===== src/rtl/div_pkg.sv =====
package div_pkg;
  typedef enum logic {
    DIV_IDLE = 1'b0,
    DIV_RUN  = 1'b1
  } div_state_e;
endpackage


===== src/rtl/div_ctrl.sv =====
module div_ctrl
  import div_pkg::*;
#(
  parameter int W = 8
) (
  input  logic clk,
  input  logic rst_n,
  input  logic start,
  input  logic div_zero,
  output logic accept,
  output logic load_zero,
  output logic step_fire,
  output logic last_step,
  output logic busy,
  output logic done
);
  localparam int STEPS = W + 1;
  localparam int CW    = $clog2(STEPS + 1);
  localparam logic [CW-1:0] LAST_IDX = CW'(STEPS - 1);

  div_state_e      state_q;
  logic [CW-1:0]   step_cnt_q;

  assign busy      = (state_q == DIV_RUN);
  assign accept    = start && !busy;
  assign load_zero = accept && div_zero;
  assign step_fire = busy;
  assign last_step = step_fire && (step_cnt_q == LAST_IDX);

  always_ff @(posedge clk or negedge rst_n) begin
    if (!rst_n) begin
      state_q    <= DIV_IDLE;
      step_cnt_q <= '0;
      done       <= 1'b0;
    end else begin
      done <= load_zero || last_step;
      if (accept && !div_zero) begin
        state_q    <= DIV_RUN;
        step_cnt_q <= '0;
      end else if (last_step) begin
        state_q    <= DIV_IDLE;
        step_cnt_q <= '0;
      end else if (step_fire) begin
        step_cnt_q <= step_cnt_q + CW'(1);
      end
    end
  end
endmodule


===== src/rtl/div_datapath.sv =====
module div_datapath #(
  parameter int W = 8
) (
  input  logic         clk,
  input  logic         rst_n,
  input  logic         load,
  input  logic         load_zero,
  input  logic         step_fire,
  input  logic [W-1:0] dividend,
  input  logic [W-1:0] divisor,
  output logic [W-1:0] quotient,
  output logic [W-1:0] remainder,
  output logic         restore_taken,
  output logic [2*W:0] rem_reg
);
  localparam int RW = 2 * W + 1;
  localparam int DW = 2 * W;
  localparam int QW = W + 1;

  logic [DW-1:0] dsr_q;
  logic [QW-1:0] quo_q;
  logic [RW-1:0] diff;
  logic          diff_neg;

  function automatic logic [RW-1:0] trial_sub(input logic [RW-1:0] r,
                                              input logic [DW-1:0] d);
    return r - {1'b0, d};
  endfunction

  function automatic logic [QW-1:0] shift_in(input logic [QW-1:0] q,
                                             input logic b);
    return {q[QW-2:0], b};
  endfunction

  assign diff          = trial_sub(rem_reg, dsr_q);
  assign diff_neg      = diff[RW-1];
  assign restore_taken = step_fire && diff_neg;
  assign quotient      = quo_q[W-1:0];
  assign remainder     = rem_reg[W-1:0];

  always_ff @(posedge clk or negedge rst_n) begin
    if (!rst_n) begin
      rem_reg <= '0;
      dsr_q   <= '0;
      quo_q   <= '0;
    end else if (load) begin
      rem_reg <= {{(RW-W){1'b0}}, dividend};
      dsr_q   <= {divisor, {W{1'b0}}};
      quo_q   <= load_zero ? {QW{1'b1}} : '0;
    end else if (step_fire) begin
      rem_reg <= diff_neg ? rem_reg : diff;
      quo_q   <= shift_in(quo_q, !diff_neg);
      dsr_q   <= dsr_q >> 1;
    end
  end
endmodule


===== src/rtl/restoring_divider.sv =====
module restoring_divider #(
  parameter int W = 8
) (
  input  logic         clk,
  input  logic         rst_n,
  input  logic         start,
  input  logic [W-1:0] dividend,
  input  logic [W-1:0] divisor,
  output logic [W-1:0] quotient,
  output logic [W-1:0] remainder,
  output logic         done
);
  logic         accept;
  logic         load_zero;
  logic         step_fire;
  logic         last_step;
  logic         busy;
  logic         restore_taken;
  logic [2*W:0] rem_reg;
  logic         div_zero;

  assign div_zero = (divisor == '0);

  div_ctrl #(.W(W)) u_ctrl (
    .clk       (clk),
    .rst_n     (rst_n),
    .start     (start),
    .div_zero  (div_zero),
    .accept    (accept),
    .load_zero (load_zero),
    .step_fire (step_fire),
    .last_step (last_step),
    .busy      (busy),
    .done      (done)
  );

  div_datapath #(.W(W)) u_dp (
    .clk           (clk),
    .rst_n         (rst_n),
    .load          (accept),
    .load_zero     (load_zero),
    .step_fire     (step_fire),
    .dividend      (dividend),
    .divisor       (divisor),
    .quotient      (quotient),
    .remainder     (remainder),
    .restore_taken (restore_taken),
    .rem_reg       (rem_reg)
  );
endmodule


===== config.mk =====
export PLATFORM = sky130hd
export DESIGN_NAME = restoring_divider
export DESIGN_NICKNAME = d
export VERILOG_FILES = /design/src/rtl/div_pkg.sv /design/src/rtl/div_ctrl.sv /design/src/rtl/div_datapath.sv /design/src/rtl/restoring_divider.sv
export SDC_FILE = /design/constraint.sdc
export NUM_CORES = 1
export LEC_CHECK = 0
export BUFFER_PORTS_ARGS = -buffer_cell sky130_fd_sc_hd__buf_2
export CAP_MARGIN = 40
export CORE_MARGIN = 2
export CORE_UTILIZATION = 59
export CTS_CLUSTER_SIZE = 24
export DETAILED_ROUTE_END_ITERATION = 6
export MAX_ROUTING_LAYER = met4
export PLACE_DENSITY = 0.8
export SETUP_SLACK_MARGIN = 0.05
export SYNTH_ARGS = -nofsm -noshare
export SYNTH_HDL_FRONTEND = slang
export SYNTH_HIERARCHICAL = 1
export SYNTH_SLANG_ARGS = --single-unit

===== constraint.sdc =====
create_clock -name clk -period 3.45 [get_ports clk]
set_input_delay 0.1725 -clock clk [delete_from_list [all_inputs] [get_ports clk]]
set_output_delay 0.1725 -clock clk [all_outputs]
set_load 0.1 [all_outputs]

* Word level (Yosys, flattened, before mapping)
Cells that the tools add are included.
** Operators by class
- Equal/unequal tests :: 2
- Multiplexer cells :: 13
- Reductions and logical operators :: 13
- $add $sub $neg :: 2
** Operator list (count)
- 2-to-1 mux 17 bit :: 3
- 2-to-1 mux 16 bit :: 2
- 2-to-1 mux 8 bit :: 3
- subtractor 17 x 16 -> 17 bit :: 1
- 2-to-1 mux 4 bit :: 3
- zero test 8 bit :: 1
- adder 4 x 1 -> 4 bit, second input constant :: 1
- equality test 4 bit, second input constant :: 1
- logical AND 1 bit :: 4
- nonzero test 2 bit :: 2
- zero test 1 bit :: 3
- nonzero test 3 bit :: 1
- 2-to-1 mux 1 bit :: 2
- inequality test 2 bit, second input constant :: 1
- AND reduction 2 bit :: 1
- logical OR 1 bit :: 1
** Word-level totals
- Logic and storage cells :: 36
- Output and inout bits :: 17
- Input bits :: 19
- Bits in registers :: 47

* Logic depth before layout (Yosys ltp)
- Depth after elaboration :: 5
- Mapped depth :: 10

* Hierarchy
The synthesis kept the hierarchy.
** By module, submodules not included
- div_datapath :: area each 2781.4 µm², sequential area each 1001.0 µm², times used 1, cells each 302
- div_ctrl :: area each 342.8 µm², sequential area each 150.1 µm², times used 1, cells each 33
- restoring_divider :: area each 18.8 µm², sequential area each 0.0 µm², times used 1, cells each 3

* Worst setup path after synthesis
No wires, ideal clock.
- Kind :: reg2reg
- Start point :: register u_dp.rem_reg[0]
- End point :: register u_dp.rem_reg[15]
- Cell stages (with the launch flop) :: 11
- Arrival time :: 2.299 ns
- Period minus slack after synthesis :: 2.409 ns
- Setup slack :: 1.041 ns
- Data required time :: 3.340 ns
- Path through :: dfrtp_1 > inv_1 > ha_1 > fa_1 > nor2b_1 > o211ai_1 > a211oi_2 > o31a_4 > buf_6 > nand2_1 > o41ai_1
** Between the ends
- Word-level cells in the longest chain between the ends :: 4
- Elaborated cells between the ends (all ways) :: 6
- Those cells by class :: add/sub: 1; eq/ne: 1; mux: 3; reduce/logical: 1
** RTL lines
- start, declared :: line div_datapath.sv:14 : output logic [2*W:0] rem_reg
- start signal, assigned :: line div_datapath.sv:47 : rem_reg <= {{(RW-W){1'b0}}, dividend};
- start signal, assigned :: line div_datapath.sv:51 : rem_reg <= diff_neg ? rem_reg : diff;
- subtractor 17 x 16 -> 17 bit (*) :: line div_datapath.sv:27 : return r - {1'b0, d};
- 2-to-1 mux 17 bit :: line div_datapath.sv:51
- 2-to-1 mux 17 bit :: line div_datapath.sv:50 : end else if (step_fire) begin
- 2-to-1 mux 17 bit :: line div_datapath.sv:46 : end else if (load) begin
Mark *: on every way between the ends. The rest lies on a longest branch, timed or not. The select of a mux whose other input is x is not followed.
A chain may end at the register's enable or synchronous reset.

* Final worst setup path
Ends and elaborated chain as after synthesis.

==> impl_table.tex <==
\begin{tabular}{lr}
\hline
Metric & Value \\
\hline
\multicolumn{2}{l}{\textbf{Timing}} \\
Transition time at the pin with the least slew margin & $\sim$0.60 ns \\
Setup-violating endpoint count in the final report & 0 \\
Unrepaired setup endpoints after global routing & false \\
Highest clock rate & $\sim$0.37 GHz \\
Worst max-slew margin expressed relative to the limit & 0.6002 \\
Fin Clk Skew & 0.006344 ns \\
Pins over their slew limit & 0 \\
Sum Neg Setup Slack & 0 ns \\
Final Critical Period & 2.699 ns \\
Fin crit share & 0.7822 \\
Final count of hold timing violations & 0 \\
\multicolumn{2}{l}{\textbf{Placement}} \\
Number of input and output port buffers inserted & 35 \\
Gp weighted congestion & $\sim$0.9 \\
Detail Placement HPWL & 4.712 mm \\
\multicolumn{2}{l}{\textbf{Routing}} \\
DRT antenna net count & 0 \\
Residual DRC count & 0 \\
Number of search-and-repair iterations in the first detailed-routing pass & 7 \\
Number of vias per cell after detailed routing & about 6.1 \\
Routed len/inst & $\sim$16 µm \\
Count of vias placed by the detailed router & roughly 2600 \\
Starting DRT DRC Count & 289 \\
Total detailed-routing wirelength & approximately 6.7 mm \\
\multicolumn{2}{l}{\textbf{Final layout}} \\
Share of cells above drive strength 1 & 0.1788 \\
Post-layout net count & 395 \\
Number of antenna diodes & 0 \\
Final-layout fill cell count & approximately 420 \\
P\&R area growth vs syn & 9.033\% \\
\multicolumn{2}{l}{\textbf{Synth}} \\
Post-synthesis cell count & about 330 \\
Net count after synthesis & 372 \\
Number of synthesis warnings & 6 \\
Post-Syn Area & about 3100 µm² \\
Average cell area after synthesis & 9.332 µm² \\
\multicolumn{2}{l}{\textbf{Critical path}} \\
CP startpoint kind & flop \\
Start of the worst register-to-register path & u\_dp/rem\_reg[0]\$\_DFFE\_PN0P\_ \\
Setup CP Type & reg -> reg \\
Critical register-to-register path endpoint & u\_dp/rem\_reg[15]\$\_DFFE\_PN0P\_ \\
Data required time at the worst endpoint & 3.65 ns \\
Maximum fanout along the worst path & 25 \\
Critical Path Source & u\_dp/rem\_reg[0]\$\_DFFE\_PN0P\_ \\
Slowest cell on the critical path & fa\_1 \\
CP peak stage delay & about 0.4 ns \\
Number of cells traversed by the worst register-to-register path & 9 \\
Category of the worst setup path capture point & flop \\
Data arrival, critical path & a little under 3 ns \\
Cell Chain, Critical Path & inv\_1, ha\_1, fa\_1, nor2b\_1, o211ai\_1, a211oi\_2, o31a\_4, nand2\_1, o41ai\_1 \\
Setup slack on the worst flop-to-flop path & between 0.7 and 0.8 ns \\
\multicolumn{2}{l}{\textbf{Clocking}} \\
TritonCTS Buffers & 5 \\
H-tree levels & 2 \\
Maximum buffer depth of the clock tree & 2 \\
Number of sinks driven by the clock tree & 46 \\
Clock transition at the registers of the reported paths & around 0.08 ns \\
Clock latency at the later pin of the worst-skew pair & roughly 0.31 ns \\
Clock tree root buffer cell & clkbuf\_8 \\
Cts repair resizes & 0 \\
TritonCTS clock tree & built \\
\multicolumn{2}{l}{\textbf{Global route}} \\
Via count of the first global-routing pass & roughly 2500 \\
First-pass GRT wire length & around 12 mm \\
Global route total overflow & 0 \\
Overall routing resource usage & 0.2520 \\
Number of antenna violations at the first check in global routing & 0 \\
Maximum number of pins on one net before global-route repair & 42 \\
\multicolumn{2}{l}{\textbf{Floorplanning}} \\
I/O pin total & 36 \\
Overall die height & 76.68 µm \\
Chip Width & approximately 77 µm \\
Starting density of the core & 0.6102 \\
Core Footprint & 5107 µm² \\
Number of core rows & 26 \\
Die area & slightly below 6000 µm² \\
\multicolumn{2}{l}{\textbf{Hold path}} \\
Hold path start & dividend[0] \\
Hold Path Class & in -> reg \\
Worst hold endpoint & u\_dp/rem\_reg[0]\$\_DFFE\_PN0P\_ \\
Hold depth & 3 \\
\multicolumn{2}{l}{\textbf{Job}} \\
Max-cap violation count & 0 \\
\multicolumn{2}{l}{\textbf{Status}} \\
Status & complete, no violations \\
\hline
\end{tabular}
[layout make-up]
cell class	instances	area (µm²)	share of cell area
clock buffer	7	76.32	0.02246
clock inverter	1	30.03	0.008837
inverter	23	86.33	0.02541
multi-input combinational	242	1747	0.5140
sequential	46	1151	0.3387
tap	70	87.58	0.02577
timing repair buffer	39	220.2	0.06480
[worst max-delay path by stage]
stage / end / slack (ns) / cells past startpoint
final: u_dp/rem_reg[15]$_DFFE_PN0P_ / 0.75 / 9
after global routing: u_dp/rem_reg[15]$_DFFE_PN0P_ / 0.56 / 9
after CTS: u_dp/rem_reg[15]$_DFFE_PN0P_ / 0.75 / 9
after detailed placement: u_dp/rem_reg[15]$_DFFE_PN0P_ / 0.79 / 9
after global placement: u_dp/rem_reg[15]$_DFFE_PN0P_ / 0.91 / 9
after floorplan: u_dp/rem_reg[15]$_DFFE_PN0P_ / 1.08 / 10
[repair_timing]
| item | 4_1_cts | 5_1_grt |
|---|---|---|
| hold buffers | 1 | 0 |
| hold endpoints to repair | 15 | 0 |
| buffers inserted | 0 | 0 |
[worst max-delay path, delay by kind of cell, from the launching register on]
family                     cells  cell delay [ns]
AOI/OAI and AO/OA              4             1.26
adders and majority gates      2             0.63
DFF                            1             0.35
and+or+nand+nor                2             0.29
buffers and inverters          1             0.06
[placed cells by master (no fill, tap or decap), types with 3 or more instances in the layout]
master,n
a211oi_1,3
a21oi_1,28
buf_2,35
clkbuf_8,5
dfrtp_1,46
ha_1,18
inv_1,21
mux2i_1,28
nand2_1,24
nand2b_1,7
nand3_1,8
nor2_1,22
nor2b_1,5
o21a_1,7
o21ai_0,25
o21ai_1,4
o41ai_1,3
xnor2_1,8
[per-layer routing]
metal / part of all wire / up-vias / track usage
li1: - / 1226 / -
met5: 0 / - / -
met1: 0.43 / 1248 / 0.3318
met3: 0.070 / 15 / 0.04941
met2: 0.48 / 107 / 0.3930
met4: 0.021 / 0 / 0.08545
[metrics by stage]
| step | instance area (µm²) | std cells | hold WS (ns) | util | setup slack, ns |
|---|---|---|---|---|---|
| 5_1_grt | 3398 | 428 | 0.09228 | 0.6654 | 0.5607 |
| 4_1_cts | 3398 | 428 | 0.06376 | 0.6654 | 0.7460 |
| 6_report | 3398 | 428 | 0.06995 | 0.6654 | 0.7513 |
| 3_5_place_dp | 3282 | 419 | 0.1276 | 0.6426 | 0.7911 |
| 3_3_place_gp | 3262 | 418 | 0.3818 | 0.6387 | 0.9109 |
| 2_1_floorplan | 3117 | 334 | -0.1231 | - | 1.080 |
Power is left out: the tool's default activity adds up to more than one toggle a clock period on the data nets, which glitch-free logic cannot reach.
